[config.mk]
export PLATFORM = sky130hd
export DESIGN_NAME = merge_hold_buf
export DESIGN_NICKNAME = d
export VERILOG_FILES = /design/src/rtl/mhb_pkg.sv /design/src/rtl/mhb_onehot_enc.sv /design/src/rtl/mhb_first_free.sv /design/src/rtl/mhb_slot.sv /design/src/rtl/merge_hold_buf.sv
export SDC_FILE = /design/constraint.sdc
export NUM_CORES = 1
export LEC_CHECK = 0
export BUFFER_PORTS_ARGS = -buffer_cell sky130_fd_sc_hd__buf_2
export CORE_UTILIZATION = 25
export DETAILED_ROUTE_END_ITERATION = 10
export GPL_ROUTABILITY_DRIVEN = 0
export SETUP_SLACK_MARGIN = 0.05
export SYNTH_ARGS = -nofsm -noshare
export SYNTH_HDL_FRONTEND = slang
export SYNTH_SLANG_ARGS = --single-unit
[constraint.sdc]
create_clock -name clk -period 6.8 [get_ports clk]
set_clock_uncertainty 0.2 [all_clocks]
set_input_delay 1.02 -clock clk [delete_from_list [all_inputs] [get_ports clk]]
set_output_delay 1.02 -clock clk [all_outputs]
set_load 0.02 [all_outputs]
[src/rtl/mhb_pkg.sv]
package mhb_pkg;
   // Implementation choice for the free-slot priority search.
   typedef enum logic [0:0] {
      SCAN_LOOP = 1'b0,
      SCAN_MASK = 1'b1
   } scan_e;

   // Index width for n slots (at least one bit).
   function automatic int unsigned idx_w(input int unsigned n);
      return (n > 1) ? $clog2(n) : 1;
   endfunction
endpackage

[src/rtl/mhb_onehot_enc.sv]
module mhb_onehot_enc #(
   parameter int unsigned N  = 3,
   parameter int unsigned IW = 2
) (
   input  logic [N-1:0]  oh,
   output logic [IW-1:0] idx
);
   always_comb begin
      idx = '0;
      for (int i = 0; i < N; i++) begin
         if (oh[i]) idx = idx | IW'(i);
      end
   end
endmodule

[src/rtl/mhb_first_free.sv]
module mhb_first_free #(
   parameter int unsigned   N    = 3,
   parameter int unsigned   IW   = 2,
   parameter mhb_pkg::scan_e SCAN = mhb_pkg::SCAN_LOOP
) (
   input  logic [N-1:0]  cand,
   output logic          any,
   output logic [IW-1:0] idx,
   output logic [N-1:0]  onehot
);
   generate
      if (SCAN == mhb_pkg::SCAN_LOOP) begin : g_loop
         always_comb begin
            any    = 1'b0;
            idx    = '0;
            onehot = '0;
            for (int i = 0; i < N; i++) begin
               if (cand[i] && !any) begin
                  any       = 1'b1;
                  idx       = IW'(i);
                  onehot[i] = 1'b1;
               end
            end
         end
      end else begin : g_mask
         // lowest set bit isolated by two's complement
         assign onehot = cand & (~cand + N'(1));
         assign any    = |cand;
         mhb_onehot_enc #(.N(N), .IW(IW)) u_enc (
            .oh  (onehot),
            .idx (idx)
         );
      end
   endgenerate
endmodule

[src/rtl/mhb_slot.sv]
module mhb_slot #(
   parameter int unsigned AW   = 8,
   parameter int unsigned DW   = 16,
   parameter int unsigned CW   = 4
) (
   input  logic          clk,
   input  logic          rst_n,
   input  logic [AW-1:0] look_addr,
   input  logic          alloc,
   input  logic          inc,
   input  logic          dec,
   input  logic          fill,
   input  logic [DW-1:0] fill_word,
   output logic          match,
   output logic          in_use,
   output logic          arrived,
   output logic          sat,
   output logic [DW-1:0] word
);
   localparam logic [CW-1:0] CNT_MAX = {CW{1'b1}};

   logic [AW-1:0] tag_q;
   logic [CW-1:0] cnt_q;
   logic [CW-1:0] cnt_nx;

   always_comb cnt_nx = cnt_q + CW'(inc) - CW'(dec);

   assign match = in_use && (tag_q == look_addr);
   assign sat   = (cnt_q == CNT_MAX);

   always_ff @(posedge clk) begin
      if (!rst_n) begin
         in_use  <= 1'b0;
         arrived <= 1'b0;
         cnt_q   <= '0;
         tag_q   <= '0;
         word    <= '0;
      end else begin
         cnt_q <= cnt_nx;
         if (alloc) begin
            in_use  <= 1'b1;
            arrived <= 1'b0;
            tag_q   <= look_addr;
         end
         if (fill) begin
            word    <= fill_word;
            arrived <= 1'b1;
         end
         if (cnt_nx == '0) begin
            in_use  <= 1'b0;
            arrived <= 1'b0;
         end
      end
   end
endmodule

[src/rtl/merge_hold_buf.sv]
module merge_hold_buf #(
   parameter int unsigned    K    = 3,
   parameter int unsigned    AW   = 8,
   parameter int unsigned    DW   = 16,
   parameter int unsigned    CW   = 4,
   parameter mhb_pkg::scan_e SCAN = mhb_pkg::SCAN_LOOP,
   localparam int unsigned   IW   = mhb_pkg::idx_w(K)
) (
   input  logic          clk,
   input  logic          rst_n,
   input  logic          req_valid,
   input  logic [AW-1:0] req_addr,
   output logic          req_hit,
   output logic [IW-1:0] req_idx,
   output logic          req_issue,
   output logic          req_full,
   input  logic          fill_valid,
   input  logic [IW-1:0] fill_idx,
   input  logic [DW-1:0] fill_data,
   input  logic          rsp_valid,
   input  logic [IW-1:0] rsp_idx,
   output logic [DW-1:0] rsp_data
);
   generate
      if (K < 1)  begin : g_bad_k  $error("merge_hold_buf: K must be at least 1"); end
      if (AW < 1) begin : g_bad_aw $error("merge_hold_buf: AW must be at least 1"); end
      if (DW < 1) begin : g_bad_dw $error("merge_hold_buf: DW must be at least 1"); end
      if (CW < 2) begin : g_bad_cw $error("merge_hold_buf: CW must be at least 2"); end
   endgenerate

   logic [K-1:0]  match_vec;
   logic [K-1:0]  valid_vec;
   logic [K-1:0]  ready_vec;
   logic [K-1:0]  sat_vec;
   logic [K-1:0]  alloc_oh;
   logic [DW-1:0] slot_word [K];
   logic [IW-1:0] hit_idx;
   logic [IW-1:0] alloc_idx;
   logic          free_any;
   logic          any_match;
   logic          hit_sat;
   logic          accept;

   mhb_onehot_enc #(.N(K), .IW(IW)) u_hit_enc (
      .oh  (match_vec),
      .idx (hit_idx)
   );

   mhb_first_free #(.N(K), .IW(IW), .SCAN(SCAN)) u_free (
      .cand   (~valid_vec),
      .any    (free_any),
      .idx    (alloc_idx),
      .onehot (alloc_oh)
   );

   assign any_match = |match_vec;
   assign hit_sat   = |(match_vec & sat_vec);
   assign req_hit   = req_valid && any_match;
   assign req_full  = req_valid && (any_match ? hit_sat : !free_any);
   assign accept    = req_valid && !req_full;
   assign req_issue = accept && !any_match;
   assign req_idx   = any_match ? hit_idx : alloc_idx;

   generate
      for (genvar i = 0; i < K; i++) begin : g_slot
         logic s_inc, s_dec, s_fill, s_alloc;
         assign s_alloc = req_issue && alloc_oh[i];
         assign s_inc   = accept && (any_match ? match_vec[i] : alloc_oh[i]);
         assign s_dec   = rsp_valid && (rsp_idx == IW'(i)) && valid_vec[i];
         assign s_fill  = fill_valid && (fill_idx == IW'(i));

         mhb_slot #(.AW(AW), .DW(DW), .CW(CW)) u_slot (
            .clk       (clk),
            .rst_n     (rst_n),
            .look_addr (req_addr),
            .alloc     (s_alloc),
            .inc       (s_inc),
            .dec       (s_dec),
            .fill      (s_fill),
            .fill_word (fill_data),
            .match     (match_vec[i]),
            .in_use    (valid_vec[i]),
            .arrived   (ready_vec[i]),
            .sat       (sat_vec[i]),
            .word      (slot_word[i])
         );
      end
   endgenerate

   always_comb begin
      rsp_data = '0;
      for (int i = 0; i < K; i++) begin
         if (rsp_idx == IW'(i)) rsp_data = slot_word[i];
      end
   end
endmodule

==> impl_metrics.yaml <==
sta:
  layout_setup_ws_ns: 2.73
  drv_slew: 0
  worstMarginPinSlew_ns: 0.876
  fin_crit_sh_pct: 59.9
  hold_viol_final: 0
  worst_hold_slack_ns: 0.262
  finalSetupViolations: 0
  slew_headroom_pct: 41.2
  grt_setup_unrepaired: "no"
  max_freq_mhz: 246
  final.setup.tns_ns: 0
  min_period_ns: 4.07
synthesis:
  yosys_register_bits: 87
  netlist_instances: 505
  syn_nets: 556
  synth-edff-count: 0
  ys_warn_count: 0
  syn_area_per_cell_sq_um: 8.53
  synth_cell_type_count: 43
  ys_seq_area_share_pct: 40.4
  mappedNetlistArea_sq_mm: 0.00431
  synth_flop_cell: "dfxtp_1"
  async_flop_share_pct: 0
setup_path:
  ff2ff_setup_slack_ns: 3.26
  worstSetupPathType: "in -> reg"
  worstPathMaxFanout: 6
  required_ns: 6.79
  crit_path_start_kind: "input port"
  arrival_ns: 4.06
  critPathCaptureType: "register"
floorplanning:
  chipWidth_um: 133
  core-area_sq_mm: 0.0167
  initial_core_util_pct: 25.8
  pin_count: 54
  fp.dieH_um: 133
  die_area_sq_mm: 0.0178
  num_rows: 47
detailed_routing:
  firstDrtPassIters: 4
  ant_nets: 0
  wl_um: 10300
  route.detailed.wl_per_inst_um: 13.4
  drtIter0Drc: 164
  num_vias: 3404
  drcViolationCount: 0
  vias_per_cell: 4.43
cts:
  clk_latency_ns: 0.33
  cts_root_buffer: "clkbuf_16"
  clkSinkCount: 87
  cts_hold_buf: 0
  htree_levels: 3
  cts.clk_slew.worst_paths_ns: 0.06
  clk_path_buf_depth: 2
  numCtsBuffers: 9
  cts_setup_buffers: 0
  ctsResizeCount: 0
  cts_tree: "yes"
global_route:
  grt.total_usage_pct: 12.1
  grt-ovfl-total: 0
  grt_max_degree: 93
  grt_pass1_wl_um: 16800
  grt_pass1_vias: 3295
  grt_antenna_before_repair: 0
cells_and_area:
  diodes: 0
  drive_above_1_share_pct: 13.3
  fin_nets: 596
  syn_to_final_growth_pct: 16.8
power:
  p_per_area_mw_per_mm2: 258
  leakagePower_uw: 0.00206
  ir_worst_vdd_uv: 104
placed_design:
  portBuffers: 53
  dp_hpwl_um: 7000
  place_ws_ns: 2.43
status:
  outcome: "complete, no violations"
run:
  maxCapViolCount: 0
worst_hold_path:
  worstHoldPathType: "reg -> reg"
cell type report:
class	instances	area [sq um]
clock buffer	12	236
clock inverter	2	10.0
fill	1837	11700
inverter	21	78.8
multi-input combinational	370	2400
sequential	87	1740
tap	220	275
timing repair buffer	56	288
registers in the layout, summed over array words and instances (netlist names):
name                  flops
g_slot.u_slot.word       48
g_slot.u_slot.tag_q      24
g_slot.u_slot.cnt_q      12
g_slot.u_slot.in_use      3
kinds of logic (layout without fill, tap and decap cells):
family                   after synthesis  count (layout)  share of synthesized area [%]
AO/OA/AOI/OAI                         81              81                           13.1
XOR/XNOR                              30              30                           6.10
adder cells (fa/ha/maj)               18              18                           5.75
buffers and inverters                 48              91                           4.27
flip-flops                            87              87                           40.4
multiplexers                          40              40                           9.29
AND/OR/NAND/NOR                      201             201                           21.1
report_power, final:
group          internal [uW]  switching, uW
sequential               559           34.1
combinational            124            152
clock                    243            188
worst max-delay path, cell delays in order:
cell and delay, ns:
buf_2 0.13, xor2_1 0.16, nor4_1 0.45, nand3_1 0.27, and4_1 0.30, nor4_1 0.26
ha_1 0.22, inv_1 0.06, fa_1 0.40, xnor2_1 0.13, and2_1 0.16, or3_1 0.36
a2bb2oi_1 0.13
routing by layer:
| layer | vias to the layer above | routed length, um | global-route usage (%) |
|---|---|---|---|
| li1 | 1755 | - | - |
| met1 | 1584 | 5110 | 16.0 |
| met2 | 56 | 4700 | 19.6 |
| met3 | 9 | 390 | 2.44 |
| met4 | 0 | 112 | 3.85 |
| met5 | - | 0 | 0 |
synthesized netlist by cell type (4+ instances only):
library cell | number | area (sq um)
nand2_1 | 147 | 552
dfxtp_1 | 87 | 1740
a21boi_0 | 47 | 353
mux2i_1 | 40 | 400
clkbuf_1 | 23 | 86.3
inv_1 | 21 | 78.8
xor2_1 | 19 | 166
o21ai_0 | 17 | 85.1
ha_1 | 15 | 188
xnor2_1 | 11 | 96.3
and2_1 | 10 | 62.6
nand3_1 | 6 | 30.0
nor3_1 | 5 | 25.0
nor4_1 | 5 | 31.3
nor2_1 | 4 | 15.0
cells in the final DEF, fill, tap and decap left out, types with 2 or more instances in the layout:
cell type  netlist  layout
mux2i_1         40      40
buf_2            3      53
o21ai_0         17      17
nor4_1           5       4
o31ai_1          2       2
or3_1            3       3
clkinv_2         0       2
nor4b_1          2       2
nand3b_1         2       2
inv_1           21      21
nor2b_1          3       3
a21o_1           3       3
xnor2_1         11      11
a21boi_0        47      47
fa_1             3       3
ha_1            15      15
clkbuf_1        23       3
nand3_1          6       6
xor2_1          19      19
and2_1          10      10
nand4_1          3       3
and3b_1          2       2
buf_4            0       3
nand2_1        147     147
nor2_1           4       4
dfxtp_1         87      87
a21oi_1          3       3
and3_1           2       2
clkbuf_16        0       9
a31oi_1          2       2
nor4_4           1       2
nor3_1           5       5
worst paths after layout:
kind                                                from                                    end  cells after the start
setup reg to reg  g_slot[0].u_slot.tag_q[5]$_SDFFE_PN0P_   g_slot[2].u_slot.in_use$_SDFFE_PP0P_                     12
hold / removal     g_slot[0].u_slot.word[8]$_SDFFE_PN0P_  g_slot[0].u_slot.word[8]$_SDFFE_PN0P_                      2
hold reg to reg    g_slot[0].u_slot.word[8]$_SDFFE_PN0P_  g_slot[0].u_slot.word[8]$_SDFFE_PN0P_                      2
setup / recovery                             req_addr[5]   g_slot[2].u_slot.in_use$_SDFFE_PP0P_                     13
stage by stage:
| stage | area (sq um) | util (%) | power, uW | cells |
|---|---|---|---|---|
| 2_1_floorplan | 4310 | - | 801 | 505 |
| 3_3_place_gp | 4790 | 28.7 | 880 | 754 |
| 3_5_place_dp | 4790 | 28.7 | 883 | 754 |
| 4_1_cts | 5030 | 30.1 | 1320 | 768 |
| 5_1_grt | 5030 | 30.1 | 1370 | 768 |
| 6_report | 5030 | 30.1 | 1300 | 768 |
(Power assumes the default switching activity.)
